$ cat src/rtl/divstep_pkg.sv
package divstep_pkg;
  // One-hot strobes from the control decoder to the datapath
  typedef struct packed {
    logic clearAll;
    logic loadSigns;
    logic doStep;
    logic writeT;
  } ctrlStrobe_t;
endpackage

$ cat src/rtl/divstep_ctrl.sv
module divstep_ctrl
  import divstep_pkg::*;
(
  input  logic        stepEn,
  input  logic        setupSigned,
  input  logic        setupUnsigned,
  input  logic        tWrite,
  output ctrlStrobe_t strobes
);
  // Fixed priority: unsigned setup, signed setup, step, T write
  always_comb begin
    strobes = '0;
    if (setupUnsigned)    strobes.clearAll  = 1'b1;
    else if (setupSigned) strobes.loadSigns = 1'b1;
    else if (stepEn)      strobes.doStep    = 1'b1;
    else if (tWrite)      strobes.writeT    = 1'b1;
  end
endmodule

$ cat src/rtl/divstep_datapath.sv
module divstep_datapath
  import divstep_pkg::*;
#(
  parameter int WIDTH = 32
) (
  input  logic             clk,
  input  logic             rst,
  input  ctrlStrobe_t      strobes,
  input  logic             tValue,
  input  logic [WIDTH-1:0] divisor,
  input  logic [WIDTH-1:0] partIn,
  output logic [WIDTH-1:0] partOut,
  output logic             qBit,
  output logic             mBit,
  output logic             tBit
);
  localparam int MSB = WIDTH - 1;

  logic [WIDTH-1:0] shifted;
  logic [WIDTH:0]   extSum;
  logic             subMode;
  logic             carryOut;
  logic             qNext;

  assign shifted  = {partIn[MSB-1:0], tBit};
  assign subMode  = (qBit == mBit);
  assign extSum   = subMode ? ({1'b0, shifted} - {1'b0, divisor})
                            : ({1'b0, shifted} + {1'b0, divisor});
  assign carryOut = extSum[WIDTH];
  assign qNext    = partIn[MSB] ^ mBit ^ carryOut;

  always_ff @(posedge clk) begin
    if (rst) begin
      partOut <= '0;
      qBit    <= 1'b0;
      mBit    <= 1'b0;
      tBit    <= 1'b0;
    end else if (strobes.clearAll) begin
      qBit <= 1'b0;
      mBit <= 1'b0;
      tBit <= 1'b0;
    end else if (strobes.loadSigns) begin
      qBit <= partIn[MSB];
      mBit <= divisor[MSB];
      tBit <= partIn[MSB] ^ divisor[MSB];
    end else if (strobes.doStep) begin
      partOut <= extSum[MSB:0];
      qBit    <= qNext;
      tBit    <= (qNext == mBit);
    end else if (strobes.writeT) begin
      tBit <= tValue;
    end
  end
endmodule

$ cat src/rtl/divstep_unit.sv
module divstep_unit
  import divstep_pkg::*;
#(
  parameter int WIDTH = 32
) (
  input  logic             clk,
  input  logic             rst,
  input  logic             stepEn,
  input  logic             setupSigned,
  input  logic             setupUnsigned,
  input  logic             tWrite,
  input  logic             tValue,
  input  logic [WIDTH-1:0] divisor,
  input  logic [WIDTH-1:0] partIn,
  output logic [WIDTH-1:0] partOut,
  output logic             qBit,
  output logic             mBit,
  output logic             tBit
);
  ctrlStrobe_t strobes;

  divstep_ctrl ctrl_i (
    .stepEn(stepEn), .setupSigned(setupSigned), .setupUnsigned(setupUnsigned),
    .tWrite(tWrite), .strobes(strobes)
  );

  divstep_datapath #(.WIDTH(WIDTH)) dp_i (
    .clk(clk), .rst(rst), .strobes(strobes), .tValue(tValue),
    .divisor(divisor), .partIn(partIn), .partOut(partOut),
    .qBit(qBit), .mBit(mBit), .tBit(tBit)
  );
endmodule

$ cat config.mk
export PLATFORM = sky130hd
export DESIGN_NAME = divstep_unit
export DESIGN_NICKNAME = d
export VERILOG_FILES = /design/src/rtl/divstep_pkg.sv /design/src/rtl/divstep_ctrl.sv /design/src/rtl/divstep_datapath.sv /design/src/rtl/divstep_unit.sv
export SDC_FILE = /design/constraint.sdc
export NUM_CORES = 1
export LEC_CHECK = 0
export BUFFER_PORTS_ARGS = -buffer_cell sky130_fd_sc_hd__buf_2
export CORE_AREA = 2 2 102 154
export CTS_CLUSTER_SIZE = 8
export DETAILED_ROUTE_END_ITERATION = 8
export DIE_AREA = 0 0 104 156
export GPL_TIMING_DRIVEN = 0
export SLEW_MARGIN = 25
export SYNTH_ARGS = -nofsm -noshare
export SYNTH_HDL_FRONTEND = slang
export SYNTH_SLANG_ARGS = --single-unit
$ cat constraint.sdc
create_clock -name clk -period 4.2 [get_ports clk]
set_input_delay 0.42 -clock clk [delete_from_list [all_inputs] [get_ports clk]]
set_output_delay 0.42 -clock clk [all_outputs]
set_load 0.02 [all_outputs]
==> metrics.md, run 1 <==
| Metric | Value |
|---|---|
| Run status | `finished with violations` |
| Violated checks | `negative setup slack` |
| Number of flops mapped to enable cells by yosys | `0` |
| Overall global routing resource usage | `16.58%` |
| Top-Level Pins | `106` |
| Post-detailed-placement half-perimeter wirelength | `11150 µm` |
| Via count of the routed design | `4200` |
| Largest buffer count on any clock path | `2` |
| Post-Synthesis Cell Area | `3661 µm²` |
| Vias in the first global route | `4207` |
| Number of pins exceeding their max-slew limit in the final report | `0` |
| Detailed route wirelength on metal3 | `506 µm` |
| Fraction of synthesized cell area taken by the top area cell type | `19.14%` |
| Number of nets in the layout | `744` |
| Total negative slack | `-0.3066 ns` |
| Clock Pin Slew Worst Setup and Hold Paths | `0.05 ns` |
| Global-route wire length before repair | `21450 µm` |
| Final design utilization | `35.81%` |
| Synth area leader | `dfxtp_1` |
| Total number of placement rows | `55` |
| Maximum operating frequency | `0.2335 GHz` |
| Relative slew margins | `58.22%` |
| Ys Warns | `0` |
| Synth area leaders | `dfxtp_1 (19%), ha_1 (11%), a21oi_1 (8.5%)` |
| RSZ-0062 raised after global routing | `true` |
| Sequential cell area | `700.7 µm²` |
| Clock tree from TritonCTS | `built` |
| IR Drop Worst-Case VDD | `210.1 µV` |
| Clock Sinks | `35` |
| Leakage dissipation | `2.257 nW` |
| Syn Nets | `602` |
| Actual slew at the worst max-slew pin | `0.6267 ns` |
| Slowest cell on the critical path | `or4b_4` |
| Endpoints failing setup | `5` |
| CTS H-Tree Depth | `2` |
| Time the worst path needs with I/O delays and setup | `4.283 ns` |
| Crit-path cells | `buf_12 > clkinv_8 > ha_4 > or4b_4 > or3_4 > buf_6 > o41ai_4 > xor2_1 > ha_1 > and3_4 > and3_1 > and4b_1 > or3_4 > buf_4 > buf_4 > a21o_1 > a211o_1 > nand3_1 > a21oi_1` |
| Top delay family on crit path | `simple AND/OR/NAND/NOR gates` |
| Number of optimization iterations in the first detailed-route pass | `5` |
| Count of antenna diodes in the layout | `0` |
| Detailed route wirelength on metal2 | `7902 µm` |
| Detailed-route vias per instance | `5.006` |
| Number of hold-repair buffers added at the cts stage | `0` |
| Stage delay of the slowest cell on the critical path | `0.46 ns` |
| Cell area reported after detailed placement | `4456 µm²` |
| Post-placement setup slack | `-0.6424 ns` |
| Area used by multi-input combinational logic | `3223 µm²` |
| Most frequent cell after synthesis | `nand2_1` |
| Number of inserted filler cells in the final layout | `1655` |
| Die area | `16220 µm²` |
| Crit path capture type | `flip-flop` |
| Initial Util | `24.63%` |
| Die X-Extent | `104 µm` |
| Share of the clock period used by the worst path after layout | `102.0%` |
| Worst EP arrival | `4.43 ns` |
| Worst Hold Class | `in2reg` |
| Number of buffers inserted during clock tree synthesis | `5` |
| Total power density per cell area | `327.9 nW/µm²` |
| Minimum setup slack in the final design | `-0.08282 ns` |
| Main synth FF type | `dfxtp_1` |
| Buffer type at the clock tree root | `clkbuf_16` |
| Count of port buffers added during placement | `104` |
| Core area | `14860 µm²` |
| Dpl cells | `800` |
| Synth Instances | `497` |
| Post-layout instance area | `5323 µm²` |
| Sequential share of the synthesized area | `19.14%` |
| Most numerous cell types in the synthesized netlist | `nand2_1 (63), a21oi_1 (62), dfxtp_1 (35), ha_1 (33), nor2_1 (31)` |
| Classification of the worst setup path | `in2reg` |
| Mean instance size in the synthesized netlist | `7.366 µm²` |
| Initial antenna violation count | `0` |
| Highest metal used | `met4` |
| Flip-flop and latch count after synthesis | `35` |
| CP startpoint kind | `input port` |
| Worst skew pair latency | `0.28 ns` |
| Endpoint required time on the critical path | `4.35 ns` |
| FFs w/ async S/R, synth | `0%` |
| Synth-to-layout area growth | `45.39%` |
| Die extent in y | `156 µm` |
| Total detailed-routing wirelength | `13720 µm` |
| Maximum Capacitance Violations | `0` |
| Routed metal-1 wire length | `4900 µm` |
| Average wire per cell in the routed design | `16.36 µm` |
| Number of nets with antenna violations after detailed routing | `0` |
| Total chip power | `1.745 mW` |
| Final cell count without fillers | `839` |
| Biggest fanout along the worst timing path | `6` |
| Gpl congestion | `0.8906` |
| DRC violation total after the first TritonRoute iteration | `145` |
| Maximum number of pins on one net before global-route repair | `14` |
| Number of buffer and inverter instances along the worst setup path | `5` |
| Worst-case hold slack | `0.3909 ns` |
| Worst Skew | `0.007192 ns` |
| Synth unique cells | `57` |
| Grt total ovfl | `0` |
| Drc violations | `0` |
| Share of post-route cells with drive strength above 1 | `34.84%` |
| Final-report hold violation count | `0` |
cell usage in the layout, fill, tap and decap left out, types with 4 or more instances in the layout:
| cell | n |
|---|---|
| nor2_1 | 29 |
| or3_4 | 5 |
| clkbuf_1 | 13 |
| a21o_1 | 13 |
| a31oi_1 | 10 |
| buf_4 | 31 |
| o21a_1 | 6 |
| nor3_1 | 12 |
| inv_1 | 15 |
| xnor2_2 | 4 |
| a21oi_1 | 49 |
| nor2b_1 | 7 |
| nor4_1 | 4 |
| dfxtp_1 | 35 |
| ha_4 | 5 |
| nand3_1 | 10 |
| nor4b_1 | 4 |
| xor2_1 | 21 |
| a211oi_1 | 6 |
| buf_2 | 101 |
| o21ai_2 | 5 |
| xnor2_1 | 25 |
| o21ai_0 | 20 |
| clkbuf_16 | 5 |
| or4_1 | 5 |
| a21oi_2 | 10 |
| or3_1 | 4 |
| nand2_1 | 61 |
| nand2b_1 | 5 |
| ha_1 | 27 |
worst register-to-register path, stage by stage (launching register included):
cell	delay, ns
dfxtp_1	0.50
xor2_2	0.31
clkbuf_2	0.30
o21ai_0	0.16
xor2_1	0.18
ha_1	0.37
a2111o_1	0.44
a21o_1	0.21
and4b_1	0.21
or3_4	0.39
buf_4	0.14
buf_4	0.12
a21o_1	0.17
a211o_1	0.31
nand3_1	0.13
a21oi_1	0.08
registers in the layout, indices dropped and copies added, names as in the netlist:
| register | flops |
|---|---|
| dp_i.partOut | 32 |
| dp_i.mBit | 1 |
| dp_i.qBit | 1 |
| dp_i.tBit | 1 |
path summary, 6_finish.rpt:
| path | start | end | slack [ns] | cells past startpoint |
|---|---|---|---|---|
| setup / recovery | divisor[0] | dp_i.partOut[24]$_SDFFE_PP0P_ | -0.08 | 19 |
| hold / removal | setupUnsigned | dp_i.qBit$_SDFFE_PP0P_ | 0.39 | 2 |
| setup reg to reg | dp_i.mBit$_SDFFE_PP0P_ | dp_i.partOut[24]$_SDFFE_PP0P_ | 0.06 | 15 |
| hold reg to reg | dp_i.partOut[16]$_SDFFE_PP0P_ | dp_i.partOut[16]$_SDFFE_PP0P_ | 0.45 | 2 |
layer usage:
metal	vias to the layer above	GRT usage (%)
met3	27	2.130
li1	2114	-
met2	107	34.30
met4	0	6.950
met5	-	0
met1	1952	16.15
where the power goes:
group	internal (mW)	switching, mW	leakage, nW
combinational	0.420	0.527	1.89
sequential	0.355	0.0132	0.285
clock	0.283	0.148	0.0844
final cells by class:
cell class / count / area share [%]
tap: 199 / 4.678
sequential: 35 / 13.16
inverter: 17 / 1.481
timing repair buffer: 137 / 15.40
multi-input combinational: 425 / 60.55
clock inverter: 3 / 0.8933
clock buffer: 5 / 2.351
buffer: 18 / 1.481
logic make-up (layout without fill, tap and decap cells):
kind of cell               count (synthesis)  count (layout)  synth area share (%)
and+or+nand+nor                          175             175                 24.33
AOI/OAI and AO/OA                        162             162                 27.41
xor gates and xnor gates                  52              52                 12.82
buffers and inverters                     37             180                 3.930
DFF                                       35              35                 19.14
adders and majority gates                 34              34                 11.83
muxes                                      2               2                0.5468
what timing repair did:
action | CTS | global route
gates cloned | 0 | 0
gates resized for setup | 24 | 76
setup endpoints to repair | 10 | 15
hold endpoints to repair | 0 | 0
setup buffers | 13 | 21
pin swaps | 19 | 46
No activity file was read; power rests on OpenSTA's default activity.
==> run 2: changes to the inputs <==
- BUFFER_PORTS_ARGS: -buffer_cell sky130_fd_sc_hd__buf_2 -> unset
- CORE_AREA: 2 2 102 154 -> 2 2 68 102
- DIE_AREA: 0 0 104 156 -> 0 0 70 104
- DONT_BUFFER_PORTS: unset -> 1
- PLACE_DENSITY: unset -> 0.76
==> run 2 against run 1 <==
Against the previous run:
- the run now ends clean
- via count fell by 8.8%
- clock skew rose by 0.00065 ns
- global-route usage rose by 13 points
- combinational power fell by 25%
- cell count fell by 29%
- sequential power rose by 8.4%
- largest power group unchanged
==> metrics.md, run 2 (same netlist as run 1, synthesis figures left out) <==
| Metric | Value |
|---|---|
| IR Drop Worst-Case VDD | `156.8 µV (was 210.1 µV)` |
| Initial antenna violation count | `0 (unchanged)` |
| Actual slew at the worst max-slew pin | `0.7027 ns (was 0.6267 ns)` |
| Average wire per cell in the routed design | `19.00 µm (was 16.36 µm)` |
| Die extent in y | `104 µm (was 156 µm)` |
| Initial Util | `57.24% (was 24.63%)` |
| Worst EP arrival | `4.35 ns (was 4.43 ns)` |
| Post-placement setup slack | `-0.5337 ns (was -0.6424 ns)` |
| Number of optimization iterations in the first detailed-route pass | `5 (unchanged)` |
| Number of nets in the layout | `623 (was 744)` |
| Post-layout instance area | `4214 µm² (was 5323 µm²)` |
| Cell area reported after detailed placement | `3781 µm² (was 4456 µm²)` |
| Number of nets with antenna violations after detailed routing | `0 (unchanged)` |
| Biggest fanout along the worst timing path | `6 (unchanged)` |
| Core area | `6396 µm² (was 14860 µm²)` |
| Count of port buffers added during placement | `0 (was 104)` |
| Share of post-route cells with drive strength above 1 | `15.03% (was 34.84%)` |
| Post-detailed-placement half-perimeter wirelength | `8614 µm (was 11150 µm)` |
| Crit-path cells | `clkinv_16 > ha_4 > or4b_4 > or3_4 > buf_6 > or2_4 > nor3_4 > nor2_1 > xnor2_1 > ha_1 > nand2_2 > o21ai_2 > or3_1 > a21oi_2 > a211oi_2 > o21ai_2 > and2_4 > xnor3_1 > a2111oi_2 (was buf_12 > clkinv_8 > ha_4 > or4b_4 > or3_4 > buf_6 > o41ai_4 > xor2_1 > ha_1 > and3_4 > and3_1 > and4b_1 > or3_4 > buf_4 > buf_4 > a21o_1 > a211o_1 > nand3_1 > a21oi_1)` |
| Final-report hold violation count | `0 (unchanged)` |
| Register with the most flip-flops | `dp_i.partOut (unchanged)` |
| Endpoints failing setup | `0 (was 5)` |
| Classification of the worst setup path | `in2reg (unchanged)` |
| Leakage dissipation | `1.622 nW (was 2.257 nW)` |
| Reg2reg start | `dp_i.mBit$_SDFFE_PP0P_ (unchanged)` |
| Time the worst path needs with I/O delays and setup | `4.136 ns (was 4.283 ns)` |
| Grt total ovfl | `0 (unchanged)` |
| Clock Pin Slew Worst Setup and Hold Paths | `0.08 ns (was 0.05 ns)` |
| Detailed-route vias per instance | `6.440 (was 5.006)` |
| Share of the clock period used by the worst path after layout | `98.48% (was 102.0%)` |
| Worst-case hold slack | `0.1649 ns (was 0.3909 ns)` |
| Total number of placement rows | `36 (was 55)` |
| Slowest cell on the critical path | `or4b_4 (unchanged)` |
| Clock Sinks | `35 (unchanged)` |
| Vias in the first global route | `3711 (was 4207)` |
| Run status | `finished, final reports clean (was finished with violations)` |
| Maximum Capacitance Violations | `0 (unchanged)` |
| Crit path capture type | `flip-flop (unchanged)` |
| Count of antenna diodes in the layout | `0 (unchanged)` |
| Worst Skew | `0.007843 ns (was 0.007192 ns)` |
| Highest metal used | `met4 (unchanged)` |
| Maximum number of pins on one net before global-route repair | `12 (was 14)` |
| Via count of the routed design | `3832 (was 4200)` |
| Minimum setup slack in the final design | `0.06376 ns (was -0.08282 ns)` |
| Worst Hold Class | `in2reg (unchanged)` |
| Gpl congestion | `0.9467 (was 0.8906)` |
| Stage delay of the slowest cell on the critical path | `0.47 ns (was 0.46 ns)` |
| Largest register FFs | `32 (unchanged)` |
| Hold path start | `setupUnsigned (unchanged)` |
| Relative slew margins | `53.15% (was 58.22%)` |
| Endpoint required time on the critical path | `4.41 ns (was 4.35 ns)` |
| Total power density per cell area | `327.1 nW/µm² (was 327.9 nW/µm²)` |
| Die X-Extent | `70 µm (was 104 µm)` |
| Die area | `7280 µm² (was 16220 µm²)` |
| Synth-to-layout area growth | `15.11% (was 45.39%)` |
| CP startpoint kind | `input port (unchanged)` |
| Setup crit start | `divisor[1] (was divisor[0])` |
| DRC violation total after the first TritonRoute iteration | `283 (was 145)` |
| Largest buffer count on any clock path | `2 (unchanged)` |
| Clock tree from TritonCTS | `built (unchanged)` |
| Maximum operating frequency | `0.2418 GHz (was 0.2335 GHz)` |
| Total detailed-routing wirelength | `11310 µm (was 13720 µm)` |
| Cell repeated most along the worst path | `o21ai_2` |
| Number of hold-repair buffers added at the cts stage | `0 (unchanged)` |
| Top-Level Pins | `106 (unchanged)` |
| Detailed route wirelength on metal3 | `883 µm (was 506 µm)` |
| Overall global routing resource usage | `30.06% (was 16.58%)` |
| Buffer type at the clock tree root | `clkbuf_8 (was clkbuf_16)` |
| Detailed route wirelength on metal2 | `5834 µm (was 7902 µm)` |
| Number of pins exceeding their max-slew limit in the final report | `0 (unchanged)` |
| Final design utilization | `65.88% (was 35.81%)` |
| CTS H-Tree Depth | `2 (unchanged)` |
| RSZ-0062 raised after global routing | `true (unchanged)` |
| Number of buffers inserted during clock tree synthesis | `5 (unchanged)` |
| Global-route wire length before repair | `17530 µm (was 21450 µm)` |
| Routed metal-1 wire length | `4045 µm (was 4900 µm)` |
| Commonest cells after routing, fill and taps aside | `nand2_1 (62), a21oi_1 (54), dfxtp_1 (33) (was buf_2 (101), nand2_1 (61), a21oi_1 (49))` |
| Worst skew pair latency | `0.31 ns (was 0.28 ns)` |
| Drc violations | `0 (unchanged)` |
| Commonest non-fill, non-tap cell in the layout | `nand2_1 (was buf_2)` |
run 2: final cells by class:
| cell class | count | area (µm²) |
|---|---|---|
| plain buffers | 19 | 88.84 |
| clock buffers | 7 | 86.33 |
| clock inverters | 1 | 8.758 |
| fillers | 547 | 2182 |
| inverters | 17 | 95.09 |
| multi-input cells | 425 | 3024 |
| flip-flops and latches | 35 | 703.2 |
| well taps | 76 | 95.09 |
| repair buffers | 15 | 112.6 |
run 2: final timing paths:
kind         cells past startpoint  slack, ns                       endpoint
max                             19       0.06         dp_i.qBit$_SDFFE_PP0P_
min                              1       0.16         dp_i.qBit$_SDFFE_PP0P_
max reg2reg                     14       0.17  dp_i.partOut[20]$_SDFFE_PP0P_
min reg2reg                      2       0.56  dp_i.partOut[11]$_SDFFE_PP0P_
run 2: what timing repair did:
action | in CTS | in global routing
setup buffers | 3 | 12
pin swaps | 7 | 21
gates resized for setup | 13 | 46
endpoints found under the setup margin | 7 | 12
hold endpoints to repair | 0 | 0
run 2: worst max-delay path, delay by kind of cell:
| kind | cells | cell delay, ns |
|---|---|---|
| AOI/OAI and AO/OA | 5 | 0.86 |
| xor gates and xnor gates | 2 | 0.37 |
| adders and majority gates | 2 | 0.47 |
| buffers and inverters | 2 | 0.17 |
| and+or+nand+nor | 8 | 2.06 |
run 2: per-layer routing:
metal / up-vias / track usage (%)
met1: 1764 / 31.41
met2: 171 / 54.08
met5: - / 0
met3: 38 / 7.558
met4: 0 / 15.93
li1: 1859 / -
run 2: stage by stage:
step | TNS, ns | total power, mW | instances
after global placement | -3.146 | 1.018 | 573
final | 0 | 1.379 | 595
after CTS | 0 | 1.316 | 584
after floorplan | -0.002979 | 0.9059 | 497
after detailed placement | -3.562 | 1.027 | 573
after global routing | -0.1776 | 1.467 | 595
run 2: report_power, final:
part	switching, mW	total [mW]	internal, mW
combinational	0.403	0.710	0.307
sequential	0.0439	0.399	0.355
clock	0.136	0.270	0.134
